==> src/rtl/txfifo_parser_pkg.sv <==
package txfifo_parser_pkg;

    localparam int ENTRY_W = 36;
    localparam int TAG_W   = 4;
    localparam int WORD_W  = 32;

    localparam logic [TAG_W-1:0] TAG_START = 4'h0;
    localparam logic [TAG_W-1:0] TAG_DATA  = 4'h1;
    localparam logic [TAG_W-1:0] TAG_EOP   = 4'h2;

    localparam logic [3:0] PID_OUT   = 4'h1;
    localparam logic [3:0] PID_IN    = 4'h9;
    localparam logic [3:0] PID_SETUP = 4'hD;
    localparam logic [3:0] PID_PING  = 4'h4;

    typedef struct packed {
        logic [3:0] ep;
        logic [6:0] addr;
        logic [1:0] speed;
        logic [1:0] ep_type;
        logic [1:0] toggle;
        logic [3:0] pid;
    } txn_desc_t;

    typedef enum logic [1:0] {
        ST_IDLE,
        ST_FETCH,
        ST_DATA,
        ST_PURGE
    } pstate_t;

    function automatic logic pid_known(input logic [3:0] pid);
        return (pid == PID_OUT) || (pid == PID_IN) ||
               (pid == PID_SETUP) || (pid == PID_PING);
    endfunction

    function automatic logic pid_carries_data(input logic [3:0] pid);
        return (pid == PID_OUT) || (pid == PID_SETUP);
    endfunction

endpackage

==> src/rtl/txfifo_entry_decode.sv <==
module txfifo_entry_decode
    import txfifo_parser_pkg::*;
(
    input  logic [ENTRY_W-1:0] entry,
    output logic               is_start,
    output logic               is_data,
    output logic               is_eop,
    output logic               cmd_ok,
    output logic               needs_data,
    output txn_desc_t          desc
);

    logic [TAG_W-1:0] tag;
    logic             rsvd_unused;

    always_comb begin
        tag          = entry[ENTRY_W-1 -: TAG_W];
        is_start     = (tag == TAG_START);
        is_data      = (tag == TAG_DATA);
        is_eop       = (tag == TAG_EOP);
        desc.ep      = entry[26:23];
        desc.addr    = entry[22:16];
        desc.speed   = entry[9:8];
        desc.ep_type = entry[7:6];
        desc.toggle  = entry[5:4];
        desc.pid     = entry[3:0];
        cmd_ok       = is_start && pid_known(desc.pid);
        needs_data   = pid_carries_data(desc.pid);
        rsvd_unused  = ^{entry[31:27], entry[15:10]};
    end

endmodule

==> src/rtl/txfifo_wait_timer.sv <==
module txfifo_wait_timer #(
    parameter int LIMIT = 64
) (
    input  logic clk,
    input  logic rst_n,
    input  logic arm,
    input  logic starved,
    output logic expired
);

    localparam int CNT_W = (LIMIT > 2) ? $clog2(LIMIT) : 1;

    logic [CNT_W-1:0] cnt_d, cnt_q;

    always_comb begin
        expired = arm && starved && (cnt_q == CNT_W'(LIMIT - 1));
        cnt_d   = cnt_q;
        if (!arm || !starved || expired) begin
            cnt_d = '0;
        end else begin
            cnt_d = cnt_q + 1'b1;
        end
    end

    always_ff @(posedge clk) begin
        if (!rst_n) begin
            cnt_q <= '0;
        end else begin
            cnt_q <= cnt_d;
        end
    end

    // the count is cleared as soon as the parser stops waiting
    a_r6_clear_when_disarmed: assert property (@(posedge clk) disable iff (!rst_n)
        !arm |=> cnt_q == '0);

endmodule

==> src/rtl/txfifo_cmd_parser.sv <==
module txfifo_cmd_parser
    import txfifo_parser_pkg::*;
#(
    parameter int WAIT_LIMIT = 64
) (
    input  logic        clk,
    input  logic        rst_n,
    input  logic [35:0] fifo_entry,
    input  logic        fifo_empty,
    output logic        fifo_pop,
    input  logic        run_pkt,
    input  logic        purge_req,
    output logic        desc_valid,
    output logic [3:0]  desc_ep,
    output logic [6:0]  desc_addr,
    output logic [1:0]  desc_speed,
    output logic [1:0]  desc_type,
    output logic [1:0]  desc_toggle,
    output logic [3:0]  desc_pid,
    output logic        data_valid,
    output logic [31:0] data_word,
    output logic        done,
    output logic        done_err,
    output logic        proto_err
);

    typedef struct packed {
        pstate_t             state;
        txn_desc_t           desc;
        logic                desc_valid;
        logic [WORD_W-1:0]   data_word;
        logic                data_valid;
        logic                done;
        logic                done_err;
        logic                proto_err;
    } regs_t;

    regs_t r_d, r_q;
    logic  pop_d;

    logic      hd_start, hd_data, hd_eop, hd_cmd_ok, hd_needs_data;
    txn_desc_t hd_desc;
    logic      wait_expired;

    txfifo_entry_decode u_decode (
        .entry      (fifo_entry),
        .is_start   (hd_start),
        .is_data    (hd_data),
        .is_eop     (hd_eop),
        .cmd_ok     (hd_cmd_ok),
        .needs_data (hd_needs_data),
        .desc       (hd_desc)
    );

    txfifo_wait_timer #(.LIMIT(WAIT_LIMIT)) u_timer (
        .clk     (clk),
        .rst_n   (rst_n),
        .arm     ((r_q.state == ST_FETCH) || (r_q.state == ST_DATA)),
        .starved (fifo_empty),
        .expired (wait_expired)
    );

    always_comb begin
        r_d            = r_q;
        r_d.desc_valid = 1'b0;
        r_d.data_valid = 1'b0;
        r_d.done       = 1'b0;
        r_d.done_err   = 1'b0;
        r_d.proto_err  = 1'b0;
        pop_d          = 1'b0;

        unique case (r_q.state)
            ST_IDLE: begin
                if (purge_req) begin
                    r_d.state = ST_PURGE;
                end else if (run_pkt) begin
                    r_d.state = ST_FETCH;
                end
            end
            ST_FETCH: begin
                if (wait_expired) begin
                    r_d.done      = 1'b1;
                    r_d.done_err  = 1'b1;
                    r_d.proto_err = 1'b1;
                    r_d.state     = ST_IDLE;
                end else if (!fifo_empty) begin
                    if (hd_cmd_ok) begin
                        pop_d          = 1'b1;
                        r_d.desc       = hd_desc;
                        r_d.desc_valid = 1'b1;
                        if (hd_needs_data) begin
                            r_d.state = ST_DATA;
                        end else begin
                            r_d.done  = 1'b1;
                            r_d.state = ST_IDLE;
                        end
                    end else begin
                        r_d.done      = 1'b1;
                        r_d.done_err  = 1'b1;
                        r_d.proto_err = 1'b1;
                        r_d.state     = ST_IDLE;
                    end
                end
            end
            ST_DATA: begin
                if (wait_expired) begin
                    r_d.done      = 1'b1;
                    r_d.done_err  = 1'b1;
                    r_d.proto_err = 1'b1;
                    r_d.state     = ST_IDLE;
                end else if (!fifo_empty) begin
                    if (hd_data) begin
                        pop_d          = 1'b1;
                        r_d.data_word  = fifo_entry[WORD_W-1:0];
                        r_d.data_valid = 1'b1;
                    end else if (hd_eop) begin
                        pop_d     = 1'b1;
                        r_d.done  = 1'b1;
                        r_d.state = ST_IDLE;
                    end else begin
                        r_d.done      = 1'b1;
                        r_d.done_err  = 1'b1;
                        r_d.proto_err = 1'b1;
                        r_d.state     = ST_IDLE;
                    end
                end
            end
            ST_PURGE: begin
                if (fifo_empty || hd_start) begin
                    r_d.state = ST_IDLE;
                end else begin
                    pop_d = 1'b1;
                end
            end
            default: r_d.state = ST_IDLE;
        endcase
    end

    always_ff @(posedge clk) begin
        if (!rst_n) begin
            r_q <= '0;
        end else begin
            r_q <= r_d;
        end
    end

    assign fifo_pop    = pop_d;
    assign desc_valid  = r_q.desc_valid;
    assign desc_ep     = r_q.desc.ep;
    assign desc_addr   = r_q.desc.addr;
    assign desc_speed  = r_q.desc.speed;
    assign desc_type   = r_q.desc.ep_type;
    assign desc_toggle = r_q.desc.toggle;
    assign desc_pid    = r_q.desc.pid;
    assign data_valid  = r_q.data_valid;
    assign data_word   = r_q.data_word;
    assign done        = r_q.done;
    assign done_err    = r_q.done_err;
    assign proto_err   = r_q.proto_err;

    a_r10_pop_needs_entry: assert property (@(posedge clk) disable iff (!rst_n)
        fifo_pop |-> !fifo_empty);

    a_r2_desc_follows_pop: assert property (@(posedge clk) disable iff (!rst_n)
        desc_valid |-> $past(fifo_pop));

    a_r3_data_follows_pop: assert property (@(posedge clk) disable iff (!rst_n)
        data_valid |-> $past(fifo_pop));

    a_r7_start_pop_is_command: assert property (@(posedge clk) disable iff (!rst_n)
        (fifo_pop && fifo_entry[35:32] == TAG_START) |=> desc_valid);

    a_r5_err_has_done: assert property (@(posedge clk) disable iff (!rst_n)
        (done_err || proto_err) |-> done);

    a_r4_done_when_idle: assert property (@(posedge clk) disable iff (!rst_n)
        done |-> (r_q.state == ST_IDLE));

    a_r9_purge_wins: assert property (@(posedge clk) disable iff (!rst_n)
        (r_q.state == ST_IDLE && purge_req) |=> (r_q.state == ST_PURGE && !done));

endmodule

==> config.mk <==
export PLATFORM = sky130hd
export DESIGN_NAME = txfifo_cmd_parser
export DESIGN_NICKNAME = d
export VERILOG_FILES = /design/src/rtl/txfifo_parser_pkg.sv /design/src/rtl/txfifo_entry_decode.sv /design/src/rtl/txfifo_wait_timer.sv /design/src/rtl/txfifo_cmd_parser.sv
export SDC_FILE = /design/constraint.sdc
export NUM_CORES = 1
export LEC_CHECK = 0
export BUFFER_PORTS_ARGS = -buffer_cell sky130_fd_sc_hd__clkbuf_2
export CORE_MARGIN = 2
export CORE_UTILIZATION = 55
export DETAILED_ROUTE_END_ITERATION = 6
export GPL_ROUTABILITY_DRIVEN = 1
export PLACE_DENSITY = 0.85
export SLEW_MARGIN = 20
export SYNTH_ARGS = -nofsm -noshare
export SYNTH_HDL_FRONTEND = slang
export SYNTH_HIERARCHICAL = 1
export SYNTH_SLANG_ARGS = --single-unit
==> constraint.sdc <==
create_clock -name clk -period 4.5 [get_ports clk]
set_input_delay 0.9 -clock clk [delete_from_list [all_inputs] [get_ports clk]]
set_output_delay 0.9 -clock clk [all_outputs]
set_load 0.005 [all_outputs]
==> results.py, run 1 <==
metrics = {
    "worst_setup_path": {
        "path_common_cell": "clkbuf_2",
        "critical-path-max-stage-delay_ns": 0.64,
        "rr_worst_depth": 8,
        "critPathSlowestCell": "nor4b_1",
        "r2r_start": "r_q[58]$_SDFFE_PN0P_",
        "arrival_ns": 2.42,
        "crit_path_start": "fifo_entry[33]",
        "cp_max_fo": 5,
        "critPathLaunchType": "input port",
        "cp_num_buf_inv": 2,
        "critPathTopFamily": "simple AND/OR/NAND/NOR gates",
        "end_kind": "primary output",
        "path_cells": "clkbuf_2 > nor4b_1 > nor2_1 > nand3b_1 > a21o_1 > a21oi_1 > clkbuf_2",
        "crit_cells": 7,
        "required_ns": 3.60,
        "crit_type": "in2out",
    },
    "routing": {
        "routed_wirelength_microns": 6070,
        "antenna_left": 0,
        "vias": 2396,
        "dr.pass1.iters": 4,
        "drt_drc_violations_left": 0,
        "drtIter0Drc": 111,
        "wl_per_cell_microns": 12.5,
        "viasPerCell": 4.95,
    },
    "place": {
        "post-place-ws_ns": 1.22,
        "io_buffers": 99,
        "globalplace.congestion": 0.889,
        "dp.final_hpwl_microns": 4290,
    },
    "cts": {
        "cts_resized": 0,
        "cts_buffers": 9,
        "clock_latency_ns": 0.32,
        "cts.clk_slew.worst_paths_ns": 0.06,
        "cts_buffer_depth": 2,
        "clock-sinks": 65,
        "cts_hold_buf": 0,
        "htreeDepth": 3,
        "clockRootBuffer": "clkbuf_8",
        "cts_tree": "built",
        "postCtsSetupRepairBufs": 0,
    },
    "sta": {
        "drv_slew": 0,
        "setup_slack_ns": 1.18,
        "fin_tns_setup_ns": 0,
        "setup_viol": 0,
        "period_needed_ns": 3.32,
        "worst_slew_pin_slew_ns": 0.976,
        "max_freq_mhz": 301,
        "fin_crit_sh_pct": 73.7,
        "finClkSkew_ns": 0.00768,
        "rsz0062_at_grt": "false",
        "finalHoldViolations": 0,
        "slew_headroom_pct": 34.9,
    },
    "final_layout": {
        "layout-drive-gt1-share_pct": 30.3,
        "final_cell_mix": "nand2_1, clkbuf_2, dfxtp_1",
        "fin_nets": 455,
        "layout_commonest_cell": "nand2_1",
        "area_growth_pct": 2.71,
        "num_antenna_cells": 0,
    },
    "yosys": {
        "async_flop_share_pct": 0,
        "synth_top_area_share_pct": 41.5,
        "synth_cell_type_count": 34,
        "synth.avg_cell_area_sq_um": 8.07,
        "syn_nets": 436,
        "ys_seq_area_share_pct": 41.5,
        "yosysWarnings": 6,
        "synth_flop_cell": "dfxtp_1",
        "synthCells": 389,
        "synth_edf_count": 0,
        "yosysTopAreaCell": "dfxtp_1",
        "ys_top_cells_by_area": "dfxtp_1, buf_4, nand2_1",
        "yosys_register_bits": 65,
        "synth_area_sq_mm": 0.00314,
    },
    "floorplanning": {
        "start_util_pct": 57.0,
        "fp.dieH_microns": 79.6,
        "core_area_sq_mm": 0.00551,
        "dieArea_sq_mm": 0.00633,
        "core.rowCount": 27,
        "die_w_microns": 79.6,
        "design.portCount": 100,
    },
    "global_routing": {
        "antenna_found_initial": 0,
        "grt_max_degree": 58,
        "grt_pass1_wl_microns": 9540,
        "grt_use_total_pct": 19.3,
        "gr-total-overflow": 0,
        "grt_pass1_vias": 2113,
    },
    "power": {
        "ir_drop_mv": 0.253,
        "p_leak_nw": 1.31,
        "p_per_area_mw_per_mm2": 364,
    },
    "hold_path": {
        "hold_class": "reg2reg",
        "hold_start": "desc_addr[3]$_SDFFE_PN0P_",
        "hold_depth": 2,
    },
    "run": {
        "cap_viol_max_count": 0,
    },
    "status": {
        "outcome": "complete, no violations",
    },
}
==> routing by layer <==
layer  part of all wire, %  global-route usage (%)
met1                    43                    23.3
met3                   7.7                    5.20
met5                     0                       0
met2                    48                    32.6
met4                   1.2                    7.59
==> power breakdown <==
group	total (W)	switching, W	internal [W]	leakage [nW]
Clock	0.000408	0.000198	0.000210	0.0822
Sequential	0.000606	0.0000138	0.000592	0.524
Combinational	0.000160	0.0000946	0.0000654	0.706
Total	0.00117	0.000306	0.000868	1.31
==> cell families after synthesis <==
group	synth area share (%)
AOI/OAI and AO/OA	13.0
xor gates and xnor gates	1.12
adders and majority gates	2.39
buffers and inverters	22.4
DFF	41.5
and+or+nand+nor	19.7
==> final timing paths <==
path                                to  slack (ns)
min reg2reg  desc_addr[3]$_SDFFE_PN0P_        0.45
max reg2reg       r_q[59]$_SDFFE_PN0P_        1.85
max                           fifo_pop        1.18
min          desc_addr[3]$_SDFFE_PN0P_        0.45
==> cells in the mapped netlist, types with 2 or more instances <==
library cell and instances:
nand2_1 111, xnor2_1 2, inv_1 6, a21o_1 3, nand3_1 5, a21oi_1 54, a21oi_2 5, dfxtp_1 65
and3_1 2, buf_4 77, buf_6 4, xor2_1 2, nor2b_1 2, buf_2 6, nor2_1 10, ha_1 6
o21ai_0 6, nor4b_1 3, clkbuf_1 5
==> cell type report <==
type	count	area [sq um]
fillers	490	2280
flip-flops and latches	65	1300
multi-input cells	225	1140
repair buffers	101	510
clock buffers	12	145
well taps	72	90.1
inverters	6	22.5
clock inverters	3	17.5
==> metrics by stage <==
stage	power (W)	hold slack (ns)	util [%]	cell area, sq um	std cells
global route	0.00123	0.472	58.6	3220	484
floorplan	0.000740	0.429	-	3140	389
detailed placement	0.000776	0.449	55.6	3060	469
finish	0.00117	0.455	58.6	3220	484
CTS	0.00119	0.458	58.5	3220	484
global placement	0.000769	0.439	55.6	3060	469
==> worst register-to-register path: cells and delay by family (launching register included) <==
family	cells	cell delay, ns
buf+inv	1	0.11
fa+ha+maj	1	0.33
compound gates	2	0.37
flops	1	0.38
simple gates	4	1.31
==> registers in the layout (all words and copies together) (netlist names), 2 cells and up <==
name and cells:
data_word 32, desc_addr 7, desc_ep 4, desc_pid 4
desc_speed 2, desc_toggle 2, desc_type 2, r_q 2
u_timer/cnt_q 6
(Power assumes the default switching activity.)
==> run 2: changes to the inputs <==
ABC_AREA = 1   (was not set)
CORE_UTILIZATION = 51   (was 55)
PLACE_DENSITY = 0.8   (was 0.85)
clock period = 3.4 ns   (was 4.5 ns; I/O delays follow)
==> results.py, run 2 <==
metrics = {
    "routing": {
        "viasPerCell": 4.73,
        "routed_wirelength_microns": 6120,
        "drt_drc_violations_left": 0,
        "drtIter0Drc": 56,
        "vias": 2464,
        "antenna_left": 0,
        "wl_per_cell_microns": 11.8,
        "dr.pass1.iters": 4,
    },
    "run": {
        "cap_viol_max_count": 0,
    },
    "final_layout": {
        "num_antenna_cells": 0,
        "nFillCells": 580,
        "layout-drive-gt1-share_pct": 28.3,
        "largest_register_ffs": 32,
        "postLayoutCoreUtil_pct": 55.7,
        "fin_nets": 488,
        "final_cell_mix": "nor2_1, clkbuf_2, dfxtp_1",
        "layout_commonest_cell": "nor2_1",
        "area_growth_pct": 4.74,
    },
    "place": {
        "post-place-ws_ns": 0.561,
        "globalplace.congestion": 0.923,
        "io_buffers": 99,
        "dp.final_hpwl_microns": 4350,
    },
    "yosys": {
        "synthCells": 420,
        "synth-xor-area-share_pct": 0.830,
        "ys_seq_area_share_pct": 41.1,
        "synthAdderAreaFrac_pct": 2.37,
        "synth_cell_type_count": 28,
        "netlist_top_cells_count": "nor2_1, buf_4, dfxtp_1, o21ai_0, nand2_1",
        "async_flop_share_pct": 0,
        "synth_top_area_share_pct": 41.1,
        "synth_top_family_by_area": "buffers and inverters",
        "synth_edf_count": 0,
        "synth-compound-area-share_pct": 10.4,
        "synthSimpleGateAreaFrac_pct": 21.7,
        "synthMuxAreaShare_pct": 0,
        "ys_top_cells_by_area": "dfxtp_1, buf_4, nor2_1",
        "synth_flop_cell": "dfxtp_1",
        "synth.avg_cell_area_sq_um": 7.54,
        "syn_nets": 467,
        "synth.most_common_cell": "nor2_1",
        "yosysTopAreaCell": "dfxtp_1",
        "synth_area_sq_mm": 0.00317,
        "yosysWarnings": 6,
        "yosys_register_bits": 65,
    },
    "worst_setup_path": {
        "cp_max_fo": 4,
        "end_kind": "primary output",
        "critPathLaunchType": "register",
        "arrival_ns": 2.13,
        "crit_type": "reg2out",
        "required_ns": 2.72,
        "rrSetupSlack_ns": 0.80,
    },
    "cts": {
        "clock_latency_ns": 0.33,
        "cts_tree": "built",
        "postCtsSetupRepairBufs": 0,
        "cts_buffer_depth": 2,
        "clockRootBuffer": "clkbuf_8",
        "cts_hold_buf": 0,
        "clock-sinks": 65,
        "cts_resized": 0,
        "htreeDepth": 3,
        "cts_buffers": 9,
        "cts.clk_slew.worst_paths_ns": 0.07,
    },
    "floorplanning": {
        "dieArea_sq_mm": 0.00685,
        "start_util_pct": 53.2,
        "core.rowCount": 28,
        "fp.dieH_microns": 82.8,
        "die_w_microns": 82.8,
        "design.portCount": 100,
        "core_area_sq_mm": 0.00596,
    },
    "power": {
        "ir_drop_mv": 0.272,
        "p_per_area_mw_per_mm2": 526,
        "p_leak_nw": 1.64,
    },
    "sta": {
        "max_freq_mhz": 355,
        "setup_viol": 0,
        "finalHoldViolations": 0,
        "period_needed_ns": 2.81,
        "slew_headroom_pct": 55.3,
        "finClkSkew_ns": 0.00785,
        "fin_crit_sh_pct": 82.8,
        "rsz0062_at_grt": "false",
        "worst_slew_pin_slew_ns": 0.670,
        "setup_slack_ns": 0.586,
        "fin_tns_setup_ns": 0,
        "drv_slew": 0,
    },
    "status": {
        "outcome": "complete, no violations",
    },
    "global_routing": {
        "grt_pass1_vias": 2235,
        "antenna_found_initial": 0,
        "gr-total-overflow": 0,
        "grt_use_total_pct": 18.5,
        "grt_pass1_wl_microns": 9660,
        "grt_max_degree": 34,
    },
    "hold_path": {
        "hold_class": "reg2reg",
    },
}
[run 2: worst paths after layout]
| path | startpoint | to | depth (start not counted) |
|---|---|---|---|
| setup reg to reg | r_q[58]$_SDFFE_PN0P_ | data_word[29]$_SDFFE_PN0P_ | 10 |
| setup / recovery | r_q[58]$_SDFFE_PN0P_ | fifo_pop | 8 |
| hold / removal | u_timer/cnt_q[0]$_SDFF_PP0_ | u_timer/cnt_q[0]$_SDFF_PP0_ | 1 |
| hold reg to reg | u_timer/cnt_q[0]$_SDFF_PP0_ | u_timer/cnt_q[0]$_SDFF_PP0_ | 1 |
[run 2: metrics by stage]
| step | hold slack [ns] | cells | total power, W | cell area, sq um |
|---|---|---|---|---|
| floorplan | 0.430 | 420 | 0.00101 | 3170 |
| global placement | 0.443 | 505 | 0.00105 | 3110 |
| detailed placement | 0.460 | 505 | 0.00106 | 3110 |
| CTS | 0.476 | 521 | 0.00176 | 3320 |
| global route | 0.496 | 521 | 0.00184 | 3320 |
| finish | 0.468 | 521 | 0.00174 | 3320 |
[run 2: cells by family (layout without fill, tap and decap cells)]
family	count (synthesis)	after routing
and+or+nand+nor	171	171
buffers and inverters	113	139
DFF	65	65
AOI/OAI and AO/OA	62	62
adders and majority gates	6	6
xor gates and xnor gates	3	3
[run 2: where the power goes]
part	leakage, nW	switching, W	internal [W]	total [W]
Combinational	1.01	0.000143	0.0000946	0.000238
Sequential	0.524	0.0000194	0.000788	0.000807
Clock	0.106	0.000289	0.000409	0.000698
Total	1.64	0.000452	0.00129	0.00174
[run 2: area by class of cell]
cell class                 instances  area [sq um]  area share, %
sequential                        65          1300           39.2
tap                               75          93.8           2.83
inverter                          22          82.6           2.49
clock inverter                     6          82.6           2.49
timing repair buffer             101           510           15.4
multi-input combinational        242          1120           33.7
clock buffer                      10           128           3.85
[run 2: critical path, stage by stage (launching register included)]
cell	delay, ns
dfxtp_1	0.39
inv_1	0.10
ha_1	0.31
nand2_1	0.08
nor3_1	0.47
nor2_1	0.15
nand3_1	0.10
a31oi_1	0.08
clkbuf_2	0.12
[run 2: layer usage]
layer / share of wire (%) / track usage, % / wire length [microns]
met3: 7.7 / 5.52 / 470
met1: 44 / 21.3 / 2690
met2: 47 / 31.6 / 2890
met4: 1.2 / 8.52 / 71
met5: 0 / 0 / 0
